### config.mk
export PLATFORM = sky130hd
export DESIGN_NAME = sram_async_ctrl
export DESIGN_NICKNAME = d
export VERILOG_FILES = /design/src/rtl/sram_ctrl_pkg.sv /design/src/rtl/sram_phase_timer.sv /design/src/rtl/sram_seq_fsm.sv /design/src/rtl/sram_data_path.sv /design/src/rtl/sram_async_ctrl.sv
export SDC_FILE = /design/constraint.sdc
export NUM_CORES = 1
export LEC_CHECK = 0
export ABC_AREA = 0
export CAP_MARGIN = 25
export CORE_MARGIN = 2
export CORE_UTILIZATION = 31
export DETAILED_ROUTE_END_ITERATION = 8
export PLACE_DENSITY = 0.7
export SLEW_MARGIN = 20
export SYNTH_ARGS = -nofsm -noshare
export SYNTH_HDL_FRONTEND = slang
export SYNTH_HIERARCHICAL = 1
export SYNTH_SLANG_ARGS = --single-unit
### constraint.sdc
create_clock -name clk -period 4.39 [get_ports clk]
set_clock_uncertainty 0.05 [all_clocks]
set_input_delay 0.439 -clock clk [delete_from_list [all_inputs] [get_ports clk]]
set_output_delay 0.439 -clock clk [all_outputs]
set_load 0.02 [all_outputs]
### src/rtl/sram_ctrl_pkg.sv
package sram_ctrl_pkg;

   typedef enum logic [2:0] {
      ST_IDLE,
      ST_READ,
      ST_TURN,
      ST_WPULSE,
      ST_WHOLD
   } seq_state_e;

   typedef enum int {
      TM_RC,
      TM_AA,
      TM_AOE,
      TM_HZ,
      TM_WC,
      TM_CW,
      TM_AW,
      TM_WP,
      TM_DW
   } tm_item_e;

   function automatic bit grade_ok(input int grade);
      return (grade == 50) || (grade == 70) || (grade == 85) || (grade == 100);
   endfunction

   // Minimum (or bus release) times in ns for each supported speed grade.
   function automatic int grade_ns(input int grade, input tm_item_e item);
      int r;
      r = grade;
      if (item != TM_RC && item != TM_AA && item != TM_WC) begin
         case (grade)
            50:      case (item) TM_AOE: r = 25; TM_HZ: r = 20; TM_WP: r = 30; TM_DW: r = 25; default: r = 40; endcase
            70:      case (item) TM_AOE: r = 35; TM_HZ: r = 25; TM_WP: r = 50; TM_DW: r = 30; default: r = 60; endcase
            85:      case (item) TM_AOE: r = 40; TM_HZ: r = 30; TM_WP: r = 60; TM_DW: r = 35; default: r = 70; endcase
            default: case (item) TM_AOE: r = 50; TM_HZ: r = 30; TM_WP: r = 70; TM_DW: r = 40; default: r = 80; endcase
         endcase
      end
      return r;
   endfunction

   function automatic int max_of(input int a, input int b);
      return (a > b) ? a : b;
   endfunction

   function automatic int ns_to_cyc(input int ns, input int period);
      int c;
      c = (ns + period - 1) / period;
      return (c < 1) ? 1 : c;
   endfunction

endpackage

### src/rtl/sram_phase_timer.sv
module sram_phase_timer #(
   parameter int CNT_W = 4
) (
   input  logic             clk,
   input  logic             rst_n,
   input  logic             load,
   input  logic [CNT_W-1:0] load_val,
   output logic             zero
);

   logic [CNT_W-1:0] cnt_q;

   always_ff @(posedge clk or negedge rst_n) begin
      if (!rst_n) begin
         cnt_q <= '0;
      end else if (load) begin
         cnt_q <= load_val;
      end else if (cnt_q != '0) begin
         cnt_q <= cnt_q - 1'b1;
      end
   end

   assign zero = (cnt_q == '0);

endmodule

### src/rtl/sram_seq_fsm.sv
module sram_seq_fsm
   import sram_ctrl_pkg::*;
#(
   parameter int CNT_W    = 4,
   parameter int CYC_RD   = 7,
   parameter int CYC_WP   = 6,
   parameter int CYC_WREC = 1,
   parameter int CYC_TURN = 3
) (
   input  logic             clk,
   input  logic             rst_n,
   input  logic             req_valid,
   input  logic             req_write,
   input  logic             tm_zero,
   output logic             tm_load,
   output logic [CNT_W-1:0] tm_val,
   output logic             req_ready,
   output logic             accept,
   output logic             rd_end,
   output logic             wr_end,
   output logic             cs_n,
   output logic             oe_n,
   output logic             we_n
);

   localparam logic [CNT_W-1:0] RD_LD   = CNT_W'(CYC_RD - 1);
   localparam logic [CNT_W-1:0] WP_LD   = CNT_W'(CYC_WP - 1);
   localparam logic [CNT_W-1:0] WREC_LD = CNT_W'(CYC_WREC - 1);
   localparam logic [CNT_W-1:0] TURN_LD = CNT_W'(CYC_TURN - 1);

   seq_state_e st_q, st_d;

   assign req_ready = (st_q == ST_IDLE);
   assign accept    = req_ready && req_valid;

   always_comb begin
      st_d    = st_q;
      tm_load = 1'b0;
      tm_val  = '0;
      rd_end  = 1'b0;
      wr_end  = 1'b0;
      case (st_q)
         ST_IDLE: begin
            if (req_valid) begin
               tm_load = 1'b1;
               tm_val  = req_write ? WP_LD : RD_LD;
               st_d    = req_write ? ST_WPULSE : ST_READ;
            end
         end
         ST_READ: begin
            if (tm_zero) begin
               rd_end  = 1'b1;
               tm_load = 1'b1;
               tm_val  = TURN_LD;
               st_d    = ST_TURN;
            end
         end
         ST_TURN: begin
            if (tm_zero) begin
               st_d = ST_IDLE;
            end
         end
         ST_WPULSE: begin
            if (tm_zero) begin
               tm_load = 1'b1;
               tm_val  = WREC_LD;
               st_d    = ST_WHOLD;
            end
         end
         ST_WHOLD: begin
            if (tm_zero) begin
               wr_end = 1'b1;
               st_d   = ST_IDLE;
            end
         end
         default: st_d = ST_IDLE;
      endcase
   end

   // Strobes are registered images of the next state: no glitches at the pins.
   always_ff @(posedge clk or negedge rst_n) begin
      if (!rst_n) begin
         st_q <= ST_IDLE;
         cs_n <= 1'b1;
         oe_n <= 1'b1;
         we_n <= 1'b1;
      end else begin
         st_q <= st_d;
         cs_n <= !((st_d == ST_READ) || (st_d == ST_WPULSE));
         oe_n <= !(st_d == ST_READ);
         we_n <= !(st_d == ST_WPULSE);
      end
   end

endmodule

### src/rtl/sram_data_path.sv
module sram_data_path #(
   parameter int ADDR_W = 15,
   parameter int DATA_W = 8
) (
   input  logic              clk,
   input  logic              rst_n,
   input  logic              accept,
   input  logic              req_write,
   input  logic [ADDR_W-1:0] req_addr,
   input  logic [DATA_W-1:0] req_wdata,
   input  logic              rd_end,
   input  logic              wr_end,
   input  logic [DATA_W-1:0] ram_dq_i,
   output logic [ADDR_W-1:0] ram_addr,
   output logic [DATA_W-1:0] ram_dq_o,
   output logic              ram_dq_oe,
   output logic [DATA_W-1:0] rdata,
   output logic              done
);

   always_ff @(posedge clk or negedge rst_n) begin
      if (!rst_n) begin
         ram_addr  <= '0;
         ram_dq_o  <= '0;
         ram_dq_oe <= 1'b0;
         rdata     <= '0;
         done      <= 1'b0;
      end else begin
         done <= rd_end || wr_end;
         if (accept) begin
            ram_addr <= req_addr;
            if (req_write) begin
               ram_dq_o  <= req_wdata;
               ram_dq_oe <= 1'b1;
            end
         end
         if (wr_end) begin
            ram_dq_oe <= 1'b0;
         end
         if (rd_end) begin
            rdata <= ram_dq_i;
         end
      end
   end

endmodule

### src/rtl/sram_async_ctrl.sv
module sram_async_ctrl
   import sram_ctrl_pkg::*;
#(
   parameter int ADDR_W        = 15,
   parameter int DATA_W        = 8,
   parameter int CLK_PERIOD_NS = 10,
   parameter int SPEED_NS      = 70
) (
   input  logic              clk,
   input  logic              rst_n,
   input  logic              req_valid,
   input  logic              req_write,
   input  logic [ADDR_W-1:0] req_addr,
   input  logic [DATA_W-1:0] req_wdata,
   output logic              req_ready,
   output logic              done,
   output logic [DATA_W-1:0] rdata,
   output logic [ADDR_W-1:0] ram_addr,
   output logic              ram_cs_n,
   output logic              ram_oe_n,
   output logic              ram_we_n,
   output logic [DATA_W-1:0] ram_dq_o,
   output logic              ram_dq_oe,
   input  logic [DATA_W-1:0] ram_dq_i
);

   localparam int NS_RD = max_of(max_of(grade_ns(SPEED_NS, TM_RC), grade_ns(SPEED_NS, TM_AA)),
                                 grade_ns(SPEED_NS, TM_AOE));
   localparam int NS_WP = max_of(max_of(grade_ns(SPEED_NS, TM_WP), grade_ns(SPEED_NS, TM_CW)),
                                 max_of(grade_ns(SPEED_NS, TM_AW), grade_ns(SPEED_NS, TM_DW)));
   localparam int CYC_RD   = ns_to_cyc(NS_RD, CLK_PERIOD_NS);
   localparam int CYC_WP   = ns_to_cyc(NS_WP, CLK_PERIOD_NS);
   localparam int CYC_WC   = ns_to_cyc(grade_ns(SPEED_NS, TM_WC), CLK_PERIOD_NS);
   localparam int CYC_WREC = max_of(1, CYC_WC - CYC_WP);
   localparam int CYC_TURN = ns_to_cyc(grade_ns(SPEED_NS, TM_HZ), CLK_PERIOD_NS);
   localparam int CYC_MAX  = max_of(max_of(CYC_RD, CYC_WP), max_of(CYC_WREC, CYC_TURN));
   localparam int CNT_W    = max_of(1, $clog2(CYC_MAX + 1));

   if (!grade_ok(SPEED_NS)) begin : g_bad_grade
      $error("sram_async_ctrl: SPEED_NS must be 50, 70, 85 or 100");
   end
   if (CLK_PERIOD_NS < 1) begin : g_bad_clk
      $error("sram_async_ctrl: CLK_PERIOD_NS must be positive");
   end
   if (ADDR_W < 1 || DATA_W < 1) begin : g_bad_width
      $error("sram_async_ctrl: ADDR_W and DATA_W must be positive");
   end

   logic             tm_load, tm_zero, accept, rd_end, wr_end;
   logic [CNT_W-1:0] tm_val;

   sram_phase_timer #(
      .CNT_W (CNT_W)
   ) i_timer (
      .clk      (clk),
      .rst_n    (rst_n),
      .load     (tm_load),
      .load_val (tm_val),
      .zero     (tm_zero)
   );

   sram_seq_fsm #(
      .CNT_W    (CNT_W),
      .CYC_RD   (CYC_RD),
      .CYC_WP   (CYC_WP),
      .CYC_WREC (CYC_WREC),
      .CYC_TURN (CYC_TURN)
   ) i_fsm (
      .clk       (clk),
      .rst_n     (rst_n),
      .req_valid (req_valid),
      .req_write (req_write),
      .tm_zero   (tm_zero),
      .tm_load   (tm_load),
      .tm_val    (tm_val),
      .req_ready (req_ready),
      .accept    (accept),
      .rd_end    (rd_end),
      .wr_end    (wr_end),
      .cs_n      (ram_cs_n),
      .oe_n      (ram_oe_n),
      .we_n      (ram_we_n)
   );

   sram_data_path #(
      .ADDR_W (ADDR_W),
      .DATA_W (DATA_W)
   ) i_data (
      .clk       (clk),
      .rst_n     (rst_n),
      .accept    (accept),
      .req_write (req_write),
      .req_addr  (req_addr),
      .req_wdata (req_wdata),
      .rd_end    (rd_end),
      .wr_end    (wr_end),
      .ram_dq_i  (ram_dq_i),
      .ram_addr  (ram_addr),
      .ram_dq_o  (ram_dq_o),
      .ram_dq_oe (ram_dq_oe),
      .rdata     (rdata),
      .done      (done)
   );

endmodule

Word level (Yosys, flattened, before mapping)
Index checks and enable logic that the tools add are counted.

storage, ports and cells
  bits in registers = 42
  output and inout bits = 37
  word-level logic and storage cells = 53

operators by class
  multiplexer cells = 20
  add/sub/neg operators = 1
  equality and inequality tests = 6
  reduce and logical (&&, ||, !) cells = 16

operators with widths
  operator                                                            count
  3-bit 2-to-1 mux                                                    7
  3-bit one-hot mux with 4 select lines                               1
  3-bit by 2-bit == test with 1-bit output, second input constant     3
  1-bit 2-to-1 mux                                                    7
  3-bit by 1-bit == test with 1-bit output, second input constant     2
  3-bit zero test                                                     2
  2-bit 2-to-1 mux                                                    3
  3-bit one-hot mux with 2 select lines                               1
  2-bit nonzero test                                                  3
  2-bit AND reduction                                                 2
  2-bit OR reduction                                                  2
  3-bit == test, second input constant                                1
  1-bit zero test                                                     3
  3-bit nonzero test                                                  1
  3-bit by 1-bit subtractor with 3-bit output, second input constant  1
  1-bit logical OR                                                    2
  1-bit one-hot mux with 2 select lines                               1
  1-bit logical AND                                                   1

Logic depth before layout (Yosys ltp)
Gate-level depths: netlist of the first run.

  depth in word-level cells = 6
  depth in mapped cells = 8
  mapped depth without buffers = 8

Hierarchy
Netlist of the first run, hierarchy kept.

modules (own cells, without submodules)
  module            cells an instance  seq. area each (um^2)  area an instance (um^2)  instances
  sram_data_path    71                 825.8                  1310.0                   1
  sram_seq_fsm      34                 153.9                  352.8                    1
  sram_phase_timer  21                 75.1                   200.2                    1

Worst setup path after synthesis of the first run
Ideal clock, no wire load.

  kind = reg-to-reg
  start = register i_timer.cnt_q[0]
  end = register i_data.rdata[0]
  data arrival time = 1.589 ns
  path slack = 2.626 ns
  stages on the path, launching flop included = 9
  setup time = 0.125 ns
  cells stage by stage = dfrtp_1 > inv_1 > ha_1 > nand2b_1 > inv_1 > nand2_1 > nor3_1 > buf_2 > mux2_2

on the way
  word-level cells in the longest chain between the ends = 3

ends and longest elaborated chain
  item                    RTL line                text
  from (decl)             sram_phase_timer.sv:11  logic [CNT_W-1:0] cnt_q;
  from (signal assigned)  sram_phase_timer.sv:17  cnt_q <= load_val;
  from (signal assigned)  sram_phase_timer.sv:19  cnt_q <= cnt_q - 1'b1;
  3-bit zero test         sram_phase_timer.sv:23  assign zero = (cnt_q == '0);
  net tm_zero             sram_async_ctrl.sv:49   logic tm_load, tm_zero, accept, rd_end, wr_end;
  1-bit 2-to-1 mux        sram_seq_fsm.sv:51      if (tm_zero) begin
  1-bit 2-to-1 mux        sram_seq_fsm.sv:42      case (st_q)
  net rd_end              sram_async_ctrl.sv:49
  to (signal assigned)    sram_data_path.sv:41    rdata <= ram_dq_i;
  to (decl)               sram_data_path.sv:17    output logic [DATA_W-1:0] rdata,

The timed path passes the listed nets, and every way through them passes these cells.
A chain may end at the register's enable or synchronous reset.

Final worst setup path of the first run
  start = register i_timer.cnt_q[0]
  end = register i_data.rdata[7]

The elaborated chain is that of the path after synthesis.

==> results of run 1 <==
## power groups by stage
stage,Clock [mW],Sequential [mW],Combinational [mW]
detailed placement,0,0.722,1.06
CTS,0.385,0.715,1.07
global placement,0,0.716,1.05
finish,0.371,0.711,1.06
global route,0.399,0.744,1.13
floorplan,0,0.891,0.457
## cells in the mapped netlist, types with 2 or more instances
cell type	count	share of area, %
dfrtp_1	39	52
mux2_4	17	14
mux2_2	14	8.5
inv_1	7	1.4
nor4b_1	4	1.9
a21oi_1	3	0.81
dfstp_2	3	4.2
nand2b_1	3	1.0
nor2b_1	3	1.0
a21o_1	2	0.81
a31oi_1	2	0.67
buf_2	2	0.54
buf_6	2	1.2
ha_1	2	1.3
nand3b_1	2	0.81
nor2_1	2	0.40
nor3_1	2	0.54
or3b_1	2	0.94
## sequential cells by signal, summed over array words and instances (netlist names)
name	count
i_data/done	1
i_data/ram_addr	15
i_data/ram_dq_o	8
i_data/ram_dq_oe	1
i_data/rdata	8
i_fsm/cs_n	1
i_fsm/oe_n	1
i_fsm/st_q	3
i_fsm/we_n	1
i_timer/cnt_q	3
## metal layers
layer	global-route usage (%)	share of wire, %	wire length (um)
met5	0	0	0
met2	20.0	49	1810
met4	4.58	1.7	63
met1	13.9	43	1600
met3	3.85	6.6	247
## how the worst max path moves through the flow
stage	endpoint	slack, ns
finish	i_data/rdata[7]	2.02
global route	i_data/rdata[7]	1.80
CTS	i_data/rdata[7]	2.03
detailed placement	i_timer/cnt_q[1]	1.96
global placement	i_data/rdata[1]	1.95
floorplan	i_data/rdata[0]	2.63
## critical path, stage by stage, from the launching register on
cell	delay (ns)
dfrtp_1	0.39
inv_1	0.08
ha_1	0.19
nand2b_1	0.10
inv_1	0.16
nand2_1	0.14
nor3_1	0.52
buf_2	0.28
mux2_2	0.34
## cells by family (layout without fill, tap and decap cells)
family | Yosys count | count (layout) | share of synthesized area, %
AOI/OAI and AO/OA | 12 | 12 | 4.84
adders and majority gates | 2 | 2 | 1.34
buffers and inverters | 13 | 90 | 4.43
DFF | 42 | 42 | 56.6
muxes | 31 | 31 | 22.2
and+or+nand+nor | 26 | 26 | 10.6
## per-stage QoR
step                area (um2)  total power, mW  std cells  utilization [%]  setup slack [ns]
floorplan                 1860             1.35        126                -              2.63
global placement          2630             1.77        268             44.9              1.95
detailed placement        2630             1.78        269             45.0              1.96
CTS                       2780             2.17        277             47.4              2.03
global route              2800             2.27        278             47.8              1.80
finish                    2800             2.14        278             47.8              2.02
## final cells by class
| cell class | instances | area (um2) | area share, % |
|---|---|---|---|
| Sequential cell | 42 | 1050 | 37.7 |
| Clock inverter | 2 | 60.1 | 2.15 |
| Multi-Input combinational cell | 71 | 732 | 26.2 |
| Timing Repair Buffer | 75 | 746 | 26.7 |
| Inverter | 7 | 26.3 | 0.940 |
| Tap cell | 75 | 93.8 | 3.36 |
| Clock buffer | 6 | 82.6 | 2.95 |
## cell usage in the layout (no fill, tap or decap), types with 3 or more instances in the layout
cell             instances
a21oi_1                  3
nor2b_1                  3
nor4b_1                  3
clkdlybuf4s50_1         70
dfrtp_1                 39
inv_1                    7
dfstp_2                  3
mux2_2                  14
nand2b_1                 3
clkbuf_8                 6
mux2_4                  17
==> results.yml, run 1 <==
route:
  vias: 1281
  vias_per_cell: 4.61
  ant_nets: 0
  wl_per_cell_um: 13.4
  totalWireLength_mm: 3.72
  drcViolationCount: 0
  drtPass1Iterations: 3
  drt-initial-drc-count: 14
critical_path:
  required_ns: 4.52
  arrival_ns: 2.49
  r2r-start: "i_timer/cnt_q[0]"
  path_class: "reg2reg"
  startpoint: "i_timer/cnt_q[0]"
  rrSetupSlack_ns: 2.02
  rr_endpoint: "i_data/rdata[7]"
  critPathMaxFanout: 7
  r2r_cells: 8
  critPathLaunchType: "flip-flop"
  end_kind: "flip-flop"
clock_network:
  cts_hold_buf: 0
  cts-root-buf: "clkbuf_8"
  cts.clk_slew.worst_paths_ns: 0.08
  cts_buffers: 5
  htree_num_levels: 2
  clock_sinks: 42
  cts_setup_buffers: 0
  clk_latency_ns: 0.29
  tritoncts: "done"
  post_cts_resized: 0
  cts_buffer_depth: 2
placement:
  numPortBuffers: 71
  gp_congestion: 0.786
  hpwl_mm: 2.66
logic_synthesis:
  async_flop_share_pct: 100
  synthFlopType: "dfrtp_1"
  avgSynthCellArea_um2: 14.8
  synth_area_um2: 1860
  synthCells: 126
  synth-seq-cells: 42
  synth-edff-count: 0
  yosysWarnings: 6
  yosysSeqAreaShare_pct: 56.6
  synthesis.nets: 163
  synth_cell_type_count: 33
die:
  initial_utilization_pct: 31.8
  die_w_um: 81.5
  ios: 72
  die_h_um: 81.5
  rows: 28
  dieArea_um2: 6650
  coreArea_um2: 5850
power:
  vdd_drop_max_uv: 296
  pwr-share-comb_pct: 49.4
  power.net_switching_mw: 0.713
  pwr-share-seq_pct: 33.2
  p_per_area_nw_per_um2: 766
  p_int_mw: 1.43
  power_frac_clock_pct: 17.4
  leakage_nw: 1.20
  swShare_pct: 33.3
status:
  status: "finished clean"
sta:
  whs_ns: 0.00262
  hold_violations: 0
  worst_pin_slew_ns: 0.639
  finalSetupTns_ns: 0
  relSlewSlack_pct: 57.1
  final_max_slew_viol_count: 0
  period_needed_ns: 2.37
  rsz0062_at_grt: "false"
  fmax_mhz: 423
  min_period_over_period_pct: 53.9
  setup_violations: 0
min_path:
  hold_class: "in2async"
grt:
  grt_pass1_vias: 1328
  grt_pass1_wl_mm: 5.95
  grt_max_degree: 43
  overflow: 0
  grtUsageTotal_pct: 11.8
  antenna_found_initial: 0
final_layout:
  fin_nets: 239
  area_growth_pct: 50.0
  fill_cells: 520
  antennaDiodeCount: 0
  drive_above_1_share_pct: 26.1
run:
  maxCapViolations: 0
No activity file was read; power rests on OpenSTA's default activity.
==> inputs of run 2 (changes only) <==
--- a/config.mk
+++ b/config.mk
@@ -10,7 +10,7 @@
 export CORE_MARGIN = 2
 export CORE_UTILIZATION = 31
 export DETAILED_ROUTE_END_ITERATION = 8
-export PLACE_DENSITY = 0.7
+export PLACE_DENSITY = 0.72
 export SLEW_MARGIN = 20
 export SYNTH_ARGS = -nofsm -noshare
 export SYNTH_HDL_FRONTEND = slang
==> constraint.sdc (replaced) <==
create_clock -name clk -period 2 [get_ports clk]
set_clock_uncertainty 0.05 [all_clocks]
set_input_delay 0.2 -clock clk [delete_from_list [all_inputs] [get_ports clk]]
set_output_delay 0.2 -clock clk [all_outputs]
set_load 0.02 [all_outputs]
==> run 2 against run 1 <==
Net effect:
- setup slack got worse by 1.9 ns
- register-to-register slack worse by 1.9 ns
- critical endpoint is now i_data/rdata[5]
- hold slack gained 0.30 ns
- clock power rose by 82%
- utilization up 0.96 points
- largest cell class unchanged
- maximum frequency rose by 26%
- critical path type unchanged
==> results.yml, run 2 (synthesis gave the netlist of run 1 again) <==
grt:
  overflow: 0
  grt_max_degree: 17
  antenna_found_initial: 0
  grt_pass1_wl_mm: 6.11
  grt_pass1_vias: 1364
  grtUsageTotal_pct: 12.1
sta:
  worst_pin_slew_ns: 0.366
  setup_violations: 0
  finalSetupTns_ns: 0
  relSlewSlack_pct: 75.6
  rsz0062_at_grt: "false"
  final_max_slew_viol_count: 0
  period_needed_ns: 1.87
  fmax_mhz: 534
  setup_slack_ns: 0.129
  whs_ns: 0.306
  min_period_over_period_pct: 93.6
  hold_violations: 0
die:
  dieArea_um2: 6650
  die_w_um: 81.5
  ios: 72
  initial_utilization_pct: 31.8
  rows: 28
  coreArea_um2: 5850
  die_h_um: 81.5
critical_path:
  r2r_cells: 8
  required_ns: 2.13
  rr_endpoint: "i_data/rdata[5]"
  rrSetupSlack_ns: 0.13
  critPathMaxFanout: 4
  path_class: "reg2reg"
  arrival_ns: 2.00
  end_kind: "flip-flop"
  r2r-start: "i_timer/cnt_q[0]"
  critPathLaunchType: "flip-flop"
route:
  drt-initial-drc-count: 55
  drtPass1Iterations: 4
  ant_nets: 0
  vias: 1303
  wl_per_cell_um: 13.9
  vias_per_cell: 4.54
  drcViolationCount: 0
  totalWireLength_mm: 4.00
power:
  power.net_switching_mw: 1.60
  power_frac_clock_pct: 14.4
  p_per_area_nw_per_um2: 1640
  p_int_mw: 3.07
  pwr-share-comb_pct: 52.2
  swShare_pct: 34.2
  vdd_drop_max_uv: 602
  pwr-share-seq_pct: 33.4
  leakage_nw: 1.24
clock_network:
  cts.clk_slew.worst_paths_ns: 0.08
  cts_buffers: 5
  clock_sinks: 42
  htree_num_levels: 2
  tritoncts: "done"
  cts-root-buf: "clkbuf_8"
  clk_latency_ns: 0.28
  cts_buffer_depth: 2
final_layout:
  top_register: "i_data/ram_addr"
  drive_above_1_share_pct: 30.2
  area_growth_pct: 53.1
  final_common_cell: "clkdlybuf4s50_1"
  fin_nets: 249
  reg_top3: "i_data/ram_addr (15), i_data/ram_dq_o (8), i_data/rdata (8)"
  fin_util_pct: 48.7
  layout_common_cells: "clkdlybuf4s50_1, dfrtp_1, mux2_4"
  largest_reg_flops: 15
  antennaDiodeCount: 0
min_path:
  hold_class: "in2async"
placement:
  numPortBuffers: 71
  gp_congestion: 0.742
  hpwl_mm: 2.95
  dp_slack_ns: 0.0667
run:
  maxCapViolations: 0
status:
  status: "finished clean"
## run 2: stage by stage
step / power [mW] / std cells / instance area (um2)
floorplan: 2.96 / 126 / 1860
global placement: 3.92 / 276 / 2690
detailed placement: 3.98 / 276 / 2690
CTS: 4.67 / 284 / 2810
global route: 4.98 / 287 / 2850
finish: 4.67 / 287 / 2850
## run 2: worst max path at each step
stage,from,endpoint,slack (ns),depth (start not counted)
2_1_floorplan,i_timer/cnt_q[0],i_data/rdata[0],0.24,8
3_3_place_gp,req_valid,i_timer/cnt_q[0],0.12,6
3_5_place_dp,req_valid,i_timer/cnt_q[0],0.07,6
4_1_cts,i_timer/cnt_q[0],i_data/rdata[0],0.12,8
5_1_grt,i_timer/cnt_q[0],i_data/rdata[6],0.04,8
6_report,i_timer/cnt_q[0],i_data/rdata[5],0.13,8
## run 2: layer usage
layer | track usage (%) | part of all wire (%) | vias to the layer above
met1 | 14.1 | 41 | 648
met3 | 4.95 | 8.1 | 2
met5 | 0 | 0 | -
li1 | - | - | 611
met4 | 4.41 | 0.40 | 0
met2 | 20.1 | 50 | 42
## run 2: area by class of cell
type	count	area, um2
fillers	514	3000
multi-input cells	71	748
repair buffers	85	816
well taps	75	93.8
inverters	7	26.3
flip-flops and latches	42	1050
clock buffers	6	82.6
clock inverters	1	30.0
## run 2: repair_timing
item                                    CTS  global route
gates resized for setup                   1             7
endpoints found under the setup margin    1             9
endpoints found under the hold margin    14             0
hold buffers                              1             0
cloned                                    0             1
setup buffers                             0             2
pin swaps                                 0             1
## run 2: worst max-delay path: stages, from the launching register on
cell and delay (ns):
dfrtp_1 0.41, inv_1 0.09, ha_2 0.18, nand2b_1 0.09, inv_1 0.10, nand2_2 0.10, nor3_4 0.26, buf_4 0.17
mux2_2 0.32
## run 2: power by group through the flow
stage | combinational (mW) | sequential, mW | clock (mW)
floorplan | 1.00 | 1.96 | 0
detailed placement | 2.41 | 1.57 | 0
global route | 2.62 | 1.61 | 0.738
global placement | 2.37 | 1.55 | 0
CTS | 2.41 | 1.56 | 0.702
finish | 2.44 | 1.56 | 0.674
==> inputs of run 3 (changes only) <==
--- a/config.mk
+++ b/config.mk
@@ -8,9 +8,9 @@
 export ABC_AREA = 0
 export CAP_MARGIN = 25
 export CORE_MARGIN = 2
-export CORE_UTILIZATION = 31
+export CORE_UTILIZATION = 39
 export DETAILED_ROUTE_END_ITERATION = 8
-export PLACE_DENSITY = 0.72
+export PLACE_DENSITY = 0.85
 export SLEW_MARGIN = 20
 export SYNTH_ARGS = -nofsm -noshare
 export SYNTH_HDL_FRONTEND = slang
==> run 3 against run 2 <==
Net effect:
- first-iteration DRC count up 18%
- wire length down 2.0%
- largest cell class unchanged
- highest routed layer unchanged
- sequential cell count unchanged
==> results.yml, run 3 (synthesis gave the netlist of run 1 again) <==
sta:
  final_max_slew_viol_count: 0
  whs_ns: 0.451
  min_period_over_period_pct: 93.6
  period_needed_ns: 1.87
  setup_violations: 0
  setup_slack_ns: 0.128
  relSlewSlack_pct: 65.5
  fmax_mhz: 534
  hold_violations: 0
  worst_pin_slew_ns: 0.517
placement:
  numPortBuffers: 71
  dp_slack_ns: 0.00177
  dpl_cell_area_um2: 2650
  hpwl_mm: 2.77
  gp_congestion: 0.743
die:
  initial_utilization_pct: 40.0
  die_w_um: 73.1
  dieArea_um2: 5350
  coreArea_um2: 4660
  ios: 72
  rows: 25
  die_h_um: 73.1
critical_path:
  r2r-start: "i_timer/cnt_q[0]"
  end_kind: "flip-flop"
  cp_top_family: "simple AND/OR/NAND/NOR gates"
  r2r_cells: 9
  path_class: "reg2reg"
  rr_endpoint: "i_timer/cnt_q[0]"
  startpoint: "i_timer/cnt_q[0]"
  critical_path_buf_inv_count: 3
  path_cells: "inv_1 > ha_1 > nand2b_1 > inv_1 > nand2_2 > a21oi_1 > buf_4 > nor4b_1 > a221oi_1"
  arrival_ns: 1.98
  rrSetupSlack_ns: 0.13
  critPathLaunchType: "flip-flop"
  crit_cells: 9
  required_ns: 2.11
  critPathMaxStageDelay_ns: 0.38
  cpMaxStageDelayCell: "dfrtp_1"
  cpMostUsedCell: "inv_1"
  endpoint: "i_timer/cnt_q[0]"
  critPathMaxFanout: 7
power:
  p_per_area_nw_per_um2: 1640
  vdd_drop_max_uv: 612
  leakage_nw: 1.21
grt:
  grt_pass1_vias: 1348
  grt_max_degree: 43
  grtUsageTotal_pct: 15.5
  overflow: 0
  antenna_found_initial: 0
  grt_pass1_wl_mm: 6.33
final_layout:
  reg_top3: "i_data/ram_addr (15), i_data/ram_dq_o (8), i_data/rdata (8)"
  largest_reg_flops: 15
  antennaDiodeCount: 0
  layout_common_cells: "clkdlybuf4s50_1, dfrtp_1, mux2_4"
  fin_nets: 245
  area_growth_pct: 49.3
  drive_above_1_share_pct: 29.7
  final_common_cell: "clkdlybuf4s50_1"
  fin_util_pct: 59.7
  design_area_um2: 2780
  top_register: "i_data/ram_addr"
  fill_cells: 392
clock_network:
  cts-root-buf: "clkbuf_8"
  cts_buffer_depth: 2
  tritoncts: "done"
  cts_buffers: 5
  clock_sinks: 42
  htree_num_levels: 2
  clk_latency_ns: 0.29
  cts.clk_slew.worst_paths_ns: 0.08
route:
  wl_per_cell_um: 14.9
  drt-initial-drc-count: 65
  ant_nets: 0
  totalWireLength_mm: 3.92
  vias_per_cell: 4.81
  drtPass1Iterations: 3
  drcViolationCount: 0
  vias: 1265
run:
  maxCapViolations: 0
min_path:
  hold_class: "in2async"
status:
  status: "finished clean"
## run 3: how the worst min path moves through the flow
stage | slack (ns) | end | startpoint | depth (start not counted)
2_1_floorplan | -0.15 | i_data/done | rst_n | 0
3_3_place_gp | 0.26 | i_data/ram_addr[0] | rst_n | 2
3_5_place_dp | 0.25 | i_data/ram_addr[6] | rst_n | 2
4_1_cts | 0.46 | i_data/ram_addr[6] | rst_n | 3
5_1_grt | 0.46 | i_data/ram_addr[6] | req_addr[6] | 2
6_report | 0.45 | i_data/ram_addr[0] | rst_n | 3
## run 3: worst register-to-register path: cells and delay by family (launching register included)
family	cells	cell delay [ns]
DFF	1	0.38
buffers and inverters	3	0.31
AOI/OAI and AO/OA	2	0.18
adders and majority gates	1	0.23
and+or+nand+nor	3	0.59
## run 3: cell type report
| type | instances | area (um2) | area share, % |
|---|---|---|---|
| clock buffer | 6 | 82.6 | 2.97 |
| clock inverter | 2 | 12.5 | 0.450 |
| inverter | 7 | 26.3 | 0.945 |
| multi-input combinational | 71 | 758 | 27.3 |
| sequential | 42 | 1050 | 37.9 |
| tap | 54 | 67.6 | 2.43 |
| timing repair buffer | 81 | 779 | 28.0 |
## run 3: layer usage
metal | vias to the layer above | GRT usage [%] | wire (um)
met5 | - | 0 | 0
met4 | 0 | 5.56 | 14
met3 | 2 | 5.52 | 227
met2 | 42 | 24.8 | 2000
met1 | 613 | 19.3 | 1680
li1 | 608 | - | -
## run 3: where the power goes
group	leakage, nW	switching, mW	internal, mW
combinational	0.666	1.05	1.36
clock	0.0472	0.287	0.277
sequential	0.498	0.295	1.29
## run 3: what timing repair did
| action | 4_1_cts | 5_1_grt |
|---|---|---|
| setup endpoints to repair | 1 | 9 |
| gates resized for setup | 1 | 6 |
| buffers inserted | 0 | 0 |
| hold buffers | 1 | 0 |
| gates cloned | 0 | 1 |
| hold endpoints to repair | 39 | 0 |
## run 3: per-stage QoR
stage	power, mW	cells	setup TNS (ns)
2_1_floorplan	2.96	126	0
3_3_place_gp	3.89	253	0
3_5_place_dp	3.97	253	0
4_1_cts	4.56	262	0
5_1_grt	4.85	263	-0.0193
6_report	4.56	263	0
